File: config.mk
export PLATFORM = sky130hd
export DESIGN_NAME = phase_ser_pe
export DESIGN_NICKNAME = d
export VERILOG_FILES = /design/src/rtl/pser_pkg.sv /design/src/rtl/pser_phase_gen.sv /design/src/rtl/pser_retime.sv /design/src/rtl/pser_slot_mux.sv /design/src/rtl/pser_fir2.sv /design/src/rtl/phase_ser_pe.sv
export SDC_FILE = /design/constraint.sdc
export NUM_CORES = 1
export LEC_CHECK = 0
export CORE_MARGIN = 2
export CORE_UTILIZATION = 53
export DETAILED_ROUTE_END_ITERATION = 7
export PLACE_DENSITY = 0.79
export REMOVE_ABC_BUFFERS = 1
export SYNTH_ARGS = -nofsm -noshare
export SYNTH_HDL_FRONTEND = slang
export SYNTH_SLANG_ARGS = --single-unit
File: constraint.sdc
create_clock -name clk_i -period 3.7 [get_ports clk_i]
set_input_delay 0.74 -clock clk_i [delete_from_list [all_inputs] [get_ports clk_i]]
set_output_delay 0.74 -clock clk_i [all_outputs]
set_load 0.01 [all_outputs]
File: src/rtl/pser_pkg.sv
package pser_pkg;
  localparam int unsigned LANES_DEF = 4;
  localparam int unsigned WW_DEF    = 4;
  localparam int unsigned DW_DEF    = 5;

  function automatic int clamp(input int v, input int lo, input int hi);
    if (v > hi) return hi;
    if (v < lo) return lo;
    return v;
  endfunction
endpackage

File: src/rtl/pser_phase_gen.sv
module pser_phase_gen #(
  parameter  int unsigned NPH = 4,
  localparam int unsigned PW  = $clog2(NPH)
) (
  input  logic           clk_i,
  input  logic           rst_ni,
  output logic [PW-1:0]  ph_o,
  output logic [NPH-1:0] ph_on_o,
  output logic           cap_o
);
  logic [PW-1:0] ph_q;

  always_ff @(posedge clk_i or negedge rst_ni) begin
    if (!rst_ni)                   ph_q <= '0;
    else if (ph_q == PW'(NPH - 1)) ph_q <= '0;
    else                           ph_q <= ph_q + PW'(1);
  end

  // phase k is high for two cycles: counts k and k+1
  for (genvar k = 0; k < NPH; k++) begin : g_on
    assign ph_on_o[k] = (ph_q == PW'(k)) || (ph_q == PW'((k + 1) % NPH));
  end

  assign ph_o  = ph_q;
  assign cap_o = (ph_q == PW'(NPH - 1));
endmodule

File: src/rtl/pser_retime.sv
module pser_retime #(
  parameter  int unsigned NPH = 4,
  localparam int unsigned PW  = $clog2(NPH)
) (
  input  logic           clk_i,
  input  logic           rst_ni,
  input  logic [PW-1:0]  ph_i,
  input  logic           cap_i,
  input  logic [NPH-1:0] word_i,
  input  logic           valid_i,
  output logic [NPH-1:0] slot_o
);
  logic [NPH-1:0] core_q;
  logic [NPH-1:0] slot_q;

  // single word-rate domain
  always_ff @(posedge clk_i or negedge rst_ni) begin
    if (!rst_ni)    core_q <= '0;
    else if (cap_i) core_q <= valid_i ? word_i : '0;
  end

  // per-phase domains: slot k is refreshed on its own phase
  for (genvar k = 0; k < NPH; k++) begin : g_slot
    always_ff @(posedge clk_i or negedge rst_ni) begin
      if (!rst_ni)                slot_q[k] <= 1'b0;
      else if (ph_i == PW'(k))    slot_q[k] <= core_q[k];
    end

    a_r2_slot_hold: assert property (@(posedge clk_i) disable iff (!rst_ni)
      (ph_i != PW'(k)) |=> $stable(slot_q[k]));
  end

  a_r7_idle_zero: assert property (@(posedge clk_i) disable iff (!rst_ni)
    (cap_i && !valid_i) |=> (core_q == '0));

  assign slot_o = slot_q;
endmodule

File: src/rtl/pser_slot_mux.sv
module pser_slot_mux #(
  parameter int unsigned NPH = 4
) (
  input  logic           clk_i,
  input  logic           rst_ni,
  input  logic [NPH-1:0] ph_on_i,
  input  logic [NPH-1:0] slot_i,
  output logic           bit_o
);
  logic [NPH-1:0] sel;

  for (genvar k = 0; k < NPH; k++) begin : g_sel
    assign sel[k] = ph_on_i[k] & ph_on_i[(k + 1) % NPH];
  end

  assign bit_o = |(sel & slot_i);

  a_r3_one_slot: assert property (@(posedge clk_i) disable iff (!rst_ni)
    $countones(sel) == 1);
endmodule

File: src/rtl/pser_fir2.sv
module pser_fir2 #(
  parameter int unsigned WW = 4,
  parameter int unsigned DW = 5
) (
  input  logic                 clk_i,
  input  logic                 rst_ni,
  input  logic                 bit_i,
  input  logic [WW-1:0]        main_wt_i,
  input  logic [WW-1:0]        post_wt_i,
  output logic                 ser_o,
  output logic signed [DW-1:0] drive_o
);
  localparam int HI = (2 ** (DW - 1)) - 1;
  localparam int LO = -(2 ** (DW - 1));

  logic                 ser_q;   // also the previous-bit tap
  logic signed [DW-1:0] drive_q;
  logic signed [DW-1:0] drive_d;
  int                   mw, pw, raw;

  always_comb begin
    mw      = int'(main_wt_i);
    pw      = int'(post_wt_i);
    raw     = (bit_i ? mw : -mw) + (ser_q ? -pw : pw);
    drive_d = DW'(pser_pkg::clamp(raw, LO, HI));
  end

  always_ff @(posedge clk_i or negedge rst_ni) begin
    if (!rst_ni) begin
      ser_q   <= 1'b0;
      drive_q <= '0;
    end else begin
      ser_q   <= bit_i;
      drive_q <= drive_d;
    end
  end

  assign ser_o   = ser_q;
  assign drive_o = drive_q;
endmodule

File: src/rtl/phase_ser_pe.sv
module phase_ser_pe #(
  parameter int unsigned LANES = pser_pkg::LANES_DEF,
  parameter int unsigned WW    = pser_pkg::WW_DEF,
  parameter int unsigned DW    = pser_pkg::DW_DEF
) (
  input  logic                 clk_i,
  input  logic                 rst_ni,
  input  logic [LANES-1:0]     word_i,
  input  logic                 valid_i,
  input  logic [WW-1:0]        main_wt_i,
  input  logic [WW-1:0]        post_wt_i,
  output logic                 ser_o,
  output logic signed [DW-1:0] drive_o
);
  localparam int unsigned PW = $clog2(LANES);

  logic [PW-1:0]    ph;
  logic [LANES-1:0] ph_on;
  logic             cap;
  logic [LANES-1:0] slot;
  logic             mux_bit;

  pser_phase_gen #(.NPH(LANES)) u_phase (
    .clk_i(clk_i), .rst_ni(rst_ni), .ph_o(ph), .ph_on_o(ph_on), .cap_o(cap)
  );

  pser_retime #(.NPH(LANES)) u_retime (
    .clk_i(clk_i), .rst_ni(rst_ni), .ph_i(ph), .cap_i(cap),
    .word_i(word_i), .valid_i(valid_i), .slot_o(slot)
  );

  pser_slot_mux #(.NPH(LANES)) u_mux (
    .clk_i(clk_i), .rst_ni(rst_ni), .ph_on_i(ph_on), .slot_i(slot), .bit_o(mux_bit)
  );

  pser_fir2 #(.WW(WW), .DW(DW)) u_fir (
    .clk_i(clk_i), .rst_ni(rst_ni), .bit_i(mux_bit),
    .main_wt_i(main_wt_i), .post_wt_i(post_wt_i),
    .ser_o(ser_o), .drive_o(drive_o)
  );

  // unsigned weights give a non-negative code on a rising bit, non-positive on a falling one
  a_r5_rise_nonneg: assert property (@(posedge clk_i) disable iff (!rst_ni)
    $rose(ser_o) |-> !drive_o[DW-1]);
  a_r5_fall_nonpos: assert property (@(posedge clk_i) disable iff (!rst_ni)
    $fell(ser_o) |-> (drive_o[DW-1] || (drive_o == '0)));
endmodule

Yosys cells after proc, flatten, opt, wreduce, memory -nomap -nowiden --
Cells that the tools add are included.
Operators by class: add/subtract/negate cells 4, magnitude comparators 2, eq/ne operators 3, multiplexer cells 11, bitwise operators 5, reductions and logical operators 6
Operators by type and width (count):
- 32-bit two-way mux | 2
- 4-bit negator with 32-bit output | 2
- 32-bit adder | 1
- 32-bit by 5-bit > comparator with 1-bit output, second input constant | 1
- 32-bit by 5-bit less-than comparator with 1-bit output, second input constant | 1
- 5-bit two-way mux | 3
- 4-bit two-way mux | 2
- 1-bit AND | 4
- 4-bit AND | 1
- 2-bit equality test, second input constant | 2
- 1-bit logical OR | 4
- 4-bit OR reduction | 1
- 1-bit two-way mux | 3
- 2-bit by 1-bit adder with 2-bit output, second input constant | 1
- 2-bit by 1-bit equality test with 1-bit output, second input constant | 1
- 2-bit logical NOT | 1
- 2-bit two-way mux | 1
Word-level totals: register bits after elaboration 16, input bits 15, output and inout bits 6, logic and storage cells 39

Depth between registers and ports, before layout --
depth after elaboration 12, depth in mapped cells 12, gate-level depth less buffers 12

By module --
Synthesis repeated with hierarchy kept, for this count alone.
Unflattened totals: cells, all modules 138, area, all modules 1335.0 um^2
Modules (own cells, without submodules):
- pser_fir2 | times used 1, cells an instance 95, area an instance 855.8 um^2, sequential area each 150.1 um^2
- pser_retime | times used 1, cells an instance 28, area an instance 325.3 um^2, sequential area each 200.2 um^2
- pser_phase_gen | times used 1, cells an instance 12, area an instance 127.6 um^2, sequential area each 50.0 um^2
- pser_slot_mux | times used 1, cells an instance 3, area an instance 26.3 um^2, sequential area each 0.0 um^2

Least setup slack after synthesis --
OpenSTA, ideal clock, no wires.
path kind in2reg, start in main_wt_i[2], end reg u_fir.drive_q[3] (netlist: u_fir.drive_o[3]), library setup time 0.118 ns, data arrival time 2.958 ns, data required time 3.582 ns, setup slack 0.624 ns, stages 9, path buffers 0, path through nor3_1 > ha_1 > mux2_2 > ha_1 > o21a_1 > a2111oi_0 > nor4b_1 > nor3b_2 > a2bb2o_4
On the way: longest elaborated chain between the ends 8, elaborated cells on any way between the ends 12, classes of those cells add/sub (2); order compare (2); mux (8)
RTL lines:
- from (decl) | RTL line phase_ser_pe.sv:10 | input logic [WW-1:0] main_wt_i,
- 4-bit negator with 32-bit output | RTL line pser_fir2.sv:24 | raw = (bit_i ? mw : -mw) + (ser_q ? -pw : pw);
- 32-bit two-way mux * | RTL line pser_fir2.sv:24
- 32-bit adder * | RTL line pser_fir2.sv:24
- 32-bit by 5-bit > comparator with 1-bit output or 32-bit by 5-bit less-than comparator with 1-bit output (tied branches) | RTL line pser_pkg.sv:7, pser_pkg.sv:8
- 4-bit two-way mux or 1-bit two-way mux (tied branches) | RTL line pser_pkg.sv:7, pser_pkg.sv:8
- 5-bit two-way mux or 1-bit two-way mux (tied branches) | RTL line pser_pkg.sv:8 | if (v < lo) return lo;
- 5-bit two-way mux | RTL line pser_pkg.sv:9 | return v;
- 5-bit two-way mux * | RTL line pser_pkg.sv:8
- named net u_fir.drive_d[3] | RTL line pser_fir2.sv:18 | logic signed [DW-1:0] drive_d;
- to (signal assigned) | RTL line pser_fir2.sv:34 | drive_q <= drive_d;
- to (decl) | RTL line pser_fir2.sv:17 | logic signed [DW-1:0] drive_q;
Mark *: on every way through the listed nets, which the timed path passes. The rest lies on a longest branch. The select of a mux whose other input is x is not followed. A chain may end at the register's enable or synchronous reset.

Worst setup path after layout --
start in main_wt_i[0], end reg u_fir.drive_q[3] (netlist: u_fir.drive_o[3])
The elaborated chain is that of the path after synthesis.

==> impl_metrics.tcl <==
set metrics [dict create \
    status "complete, no violations" \
    grt_pass1_vias 1022 \
    place_inst 190 \
    leakage_nw 0.757 \
    fp-row-count 18 \
    synth_area_mm2 0.00134 \
    cts.sink_count 16 \
    hold_viol 0 \
    grt_max_degree 17 \
    skew_ns 0.00218 \
    max_cap_violations 0 \
    ys_async_sr_fraction_pct 100 \
    postCtsSetupRepairBufs 0 \
    vias_per_cell 5.67 \
    synth_top_area_share_pct 29.9 \
    clk_pin_slew_ns 0.09 \
    numPortBuffers 20 \
    diodes 0 \
    ctsResizeCount 0 \
    required_ns 3.87 \
    grt_usage_pct 20.7 \
    slew_viol_final 0 \
    worstMarginPinSlew_ns 0.666 \
    crit_type "input pin to flip-flop" \
    cts.path.max_buffers 2 \
    wl_per_cell_um 13.6 \
    gp_congestion 0.776 \
    ys_ff_latch 16 \
    final_antenna_net_count 0 \
    endpoint_kind "flip-flop" \
    detailed_place_hpwl_um 2160 \
    die_area_mm2 0.00295 \
    regToRegSetupSlack_ns 0.40 \
    fp.dieH_um 54.3 \
    drt_iter0_markers 30 \
    io_pins 21 \
    seq_area_frac_synth_pct 29.9 \
    period_needed_ns 3.50 \
    p_per_area_mw_per_mm2 366 \
    synthCells 138 \
    fin_nets 197 \
    fmaxAchievable_ghz 0.286 \
    final_common_cell "clkdlybuf4s50_1" \
    drc 0 \
    worstPathMaxFanout 6 \
    routed_wl_um 2640 \
    htreeDepth 1 \
    setup_tns_ns 0 \
    fin_crit_sh_pct 94.5 \
    die-width_um 54.3 \
    cts_buffers 3 \
    antenna_found_initial 0 \
    maxSlewHeadroom_pct 55.5 \
    clkLatencyLatePin_ns 0.27 \
    root_buffer "clkbuf_4" \
    ctsHoldBuffers 0 \
    first_pass_iters 4 \
    synth_edf_count 0 \
    hp-class "flip-flop to flip-flop" \
    num_vias 1100 \
    initial_utilization_pct 55.1 \
    yosysWarnings 0 \
    yosys.area.top_type "dfrtp_1" \
    grt_pass1_wl_um 4440 \
    coreArea_mm2 0.00243 \
    layout_common_cells "20 x clkdlybuf4s50_1, 16 x ha_1, 16 x dfrtp_1, 14 x inv_1, 9 x a21oi_1" \
    drive_gt1_share_pct 15.9 \
    grt_overflow 0 \
    layoutNonFillerInstCount 194 \
    synth_cell_types 44 \
    critical_path_arrival_ns 3.67 \
    syn_avg_cell_area_um2 9.71 \
    ys.flop_type "dfrtp_1" \
    rsz0062_at_grt "false" \
    setup.worst_path.start_class "input pin" \
    whs_ns 0.519 \
    syn_to_final_growth_pct 22.0 \
    netlist_top_cells_area "dfrtp_1 30%, ha_1 15%, mux2_2 5.0%, inv_1 3.9%, a21oi_1 3.4%" \
    setup_viol 0 \
    final_area_mm2 0.00164 \
    placed_area_mm2 0.00160 \
    cts_tree "yes" \
    worst_ir_drop_vdd_uv 326 \
]
logic make-up (layout without fill, tap and decap cells):
family,count (synthesis),after routing,share of synthesized area [%]
compound gates,44,44,26.0
buf+inv,19,45,6.26
mux,7,7,5.79
fa+ha+maj,17,17,16.4
simple gates,31,31,13.1
flops,16,16,29.9
xor+xnor,4,4,2.61
synth_stat cells (2+ instances only):
master / number
o2bb2ai_1: 3
nor4b_1: 2
nand3_1: 5
ha_1: 16
mux2_2: 6
dfrtp_1: 16
o21ai_0: 8
nand2_1: 5
a21oi_1: 9
inv_1: 14
o31ai_1: 2
a21o_1: 5
xnor2_1: 3
clkbuf_1: 2
o31a_1: 2
a22oi_1: 2
nor2_1: 5
buf_2: 2
nor3_1: 4
nor3b_1: 2
and3_2: 2
metrics by stage:
step / utilization [%] / worst slack, ns / power (W)
2_1_floorplan: - / 0.624 / 0.000382
3_3_place_gp: 65.7 / 0.0411 / 0.000485
3_5_place_dp: 65.7 / -0.0751 / 0.000494
4_1_cts: 67.2 / 0.214 / 0.000604
5_1_grt: 67.2 / 0.102 / 0.000642
6_report: 67.2 / 0.205 / 0.000599
critical path: stages:
cell and delay (ns):
clkdlybuf4s50_1 0.53, inv_1 0.07, ha_1 0.29, mux2_2 0.29, ha_1 0.29, a211o_2 0.36
a21o_1 0.19, a311oi_2 0.35, nor3b_2 0.32, a2bb2o_4 0.23
area by class of cell:
cell class | count | area (um^2)
fillers | 203 | 797
inverters | 14 | 52.6
clock buffers | 4 | 36.3
repair buffers | 27 | 253
well taps | 30 | 37.5
flip-flops and latches | 16 | 400
multi-input cells | 103 | 856
registers in the layout, indices dropped and copies added (netlist names):
name,count
u_retime.core_q,4
u_retime.slot_o,4
u_fir.ser_o,1
u_phase.ph_o,2
u_fir.drive_o,5
metal layers:
metal / part of all wire, % / GRT usage [%]
met4: 1.4 / 8.75
met2: 51 / 36.3
met5: 0 / 0
met1: 44 / 26.3
met3: 3.8 / 0.820
worst paths after layout:
path,cells past startpoint,end,startpoint
max in group asynchronous,1,u_fir.drive_o[0],rst_ni
worst max-delay path,10,u_fir.drive_o[3],main_wt_i[0]
worst min register to register,1,u_retime.slot_o[1],u_retime.slot_o[1]
min in group asynchronous,1,u_retime.slot_o[2],rst_ni
worst min-delay path,1,u_retime.slot_o[1],u_retime.slot_o[1]
worst max register to register,11,u_fir.drive_o[3],u_phase.ph_o[0]
power by group:
group          total, W  leakage [nW]  internal (W)  switching [W]
sequential     0.000207         0.196      0.000199     0.00000792
combinational  0.000283         0.539      0.000150       0.000133
clock          0.000109        0.0210     0.0000597      0.0000493
Power figures use the tool's default switching activity.
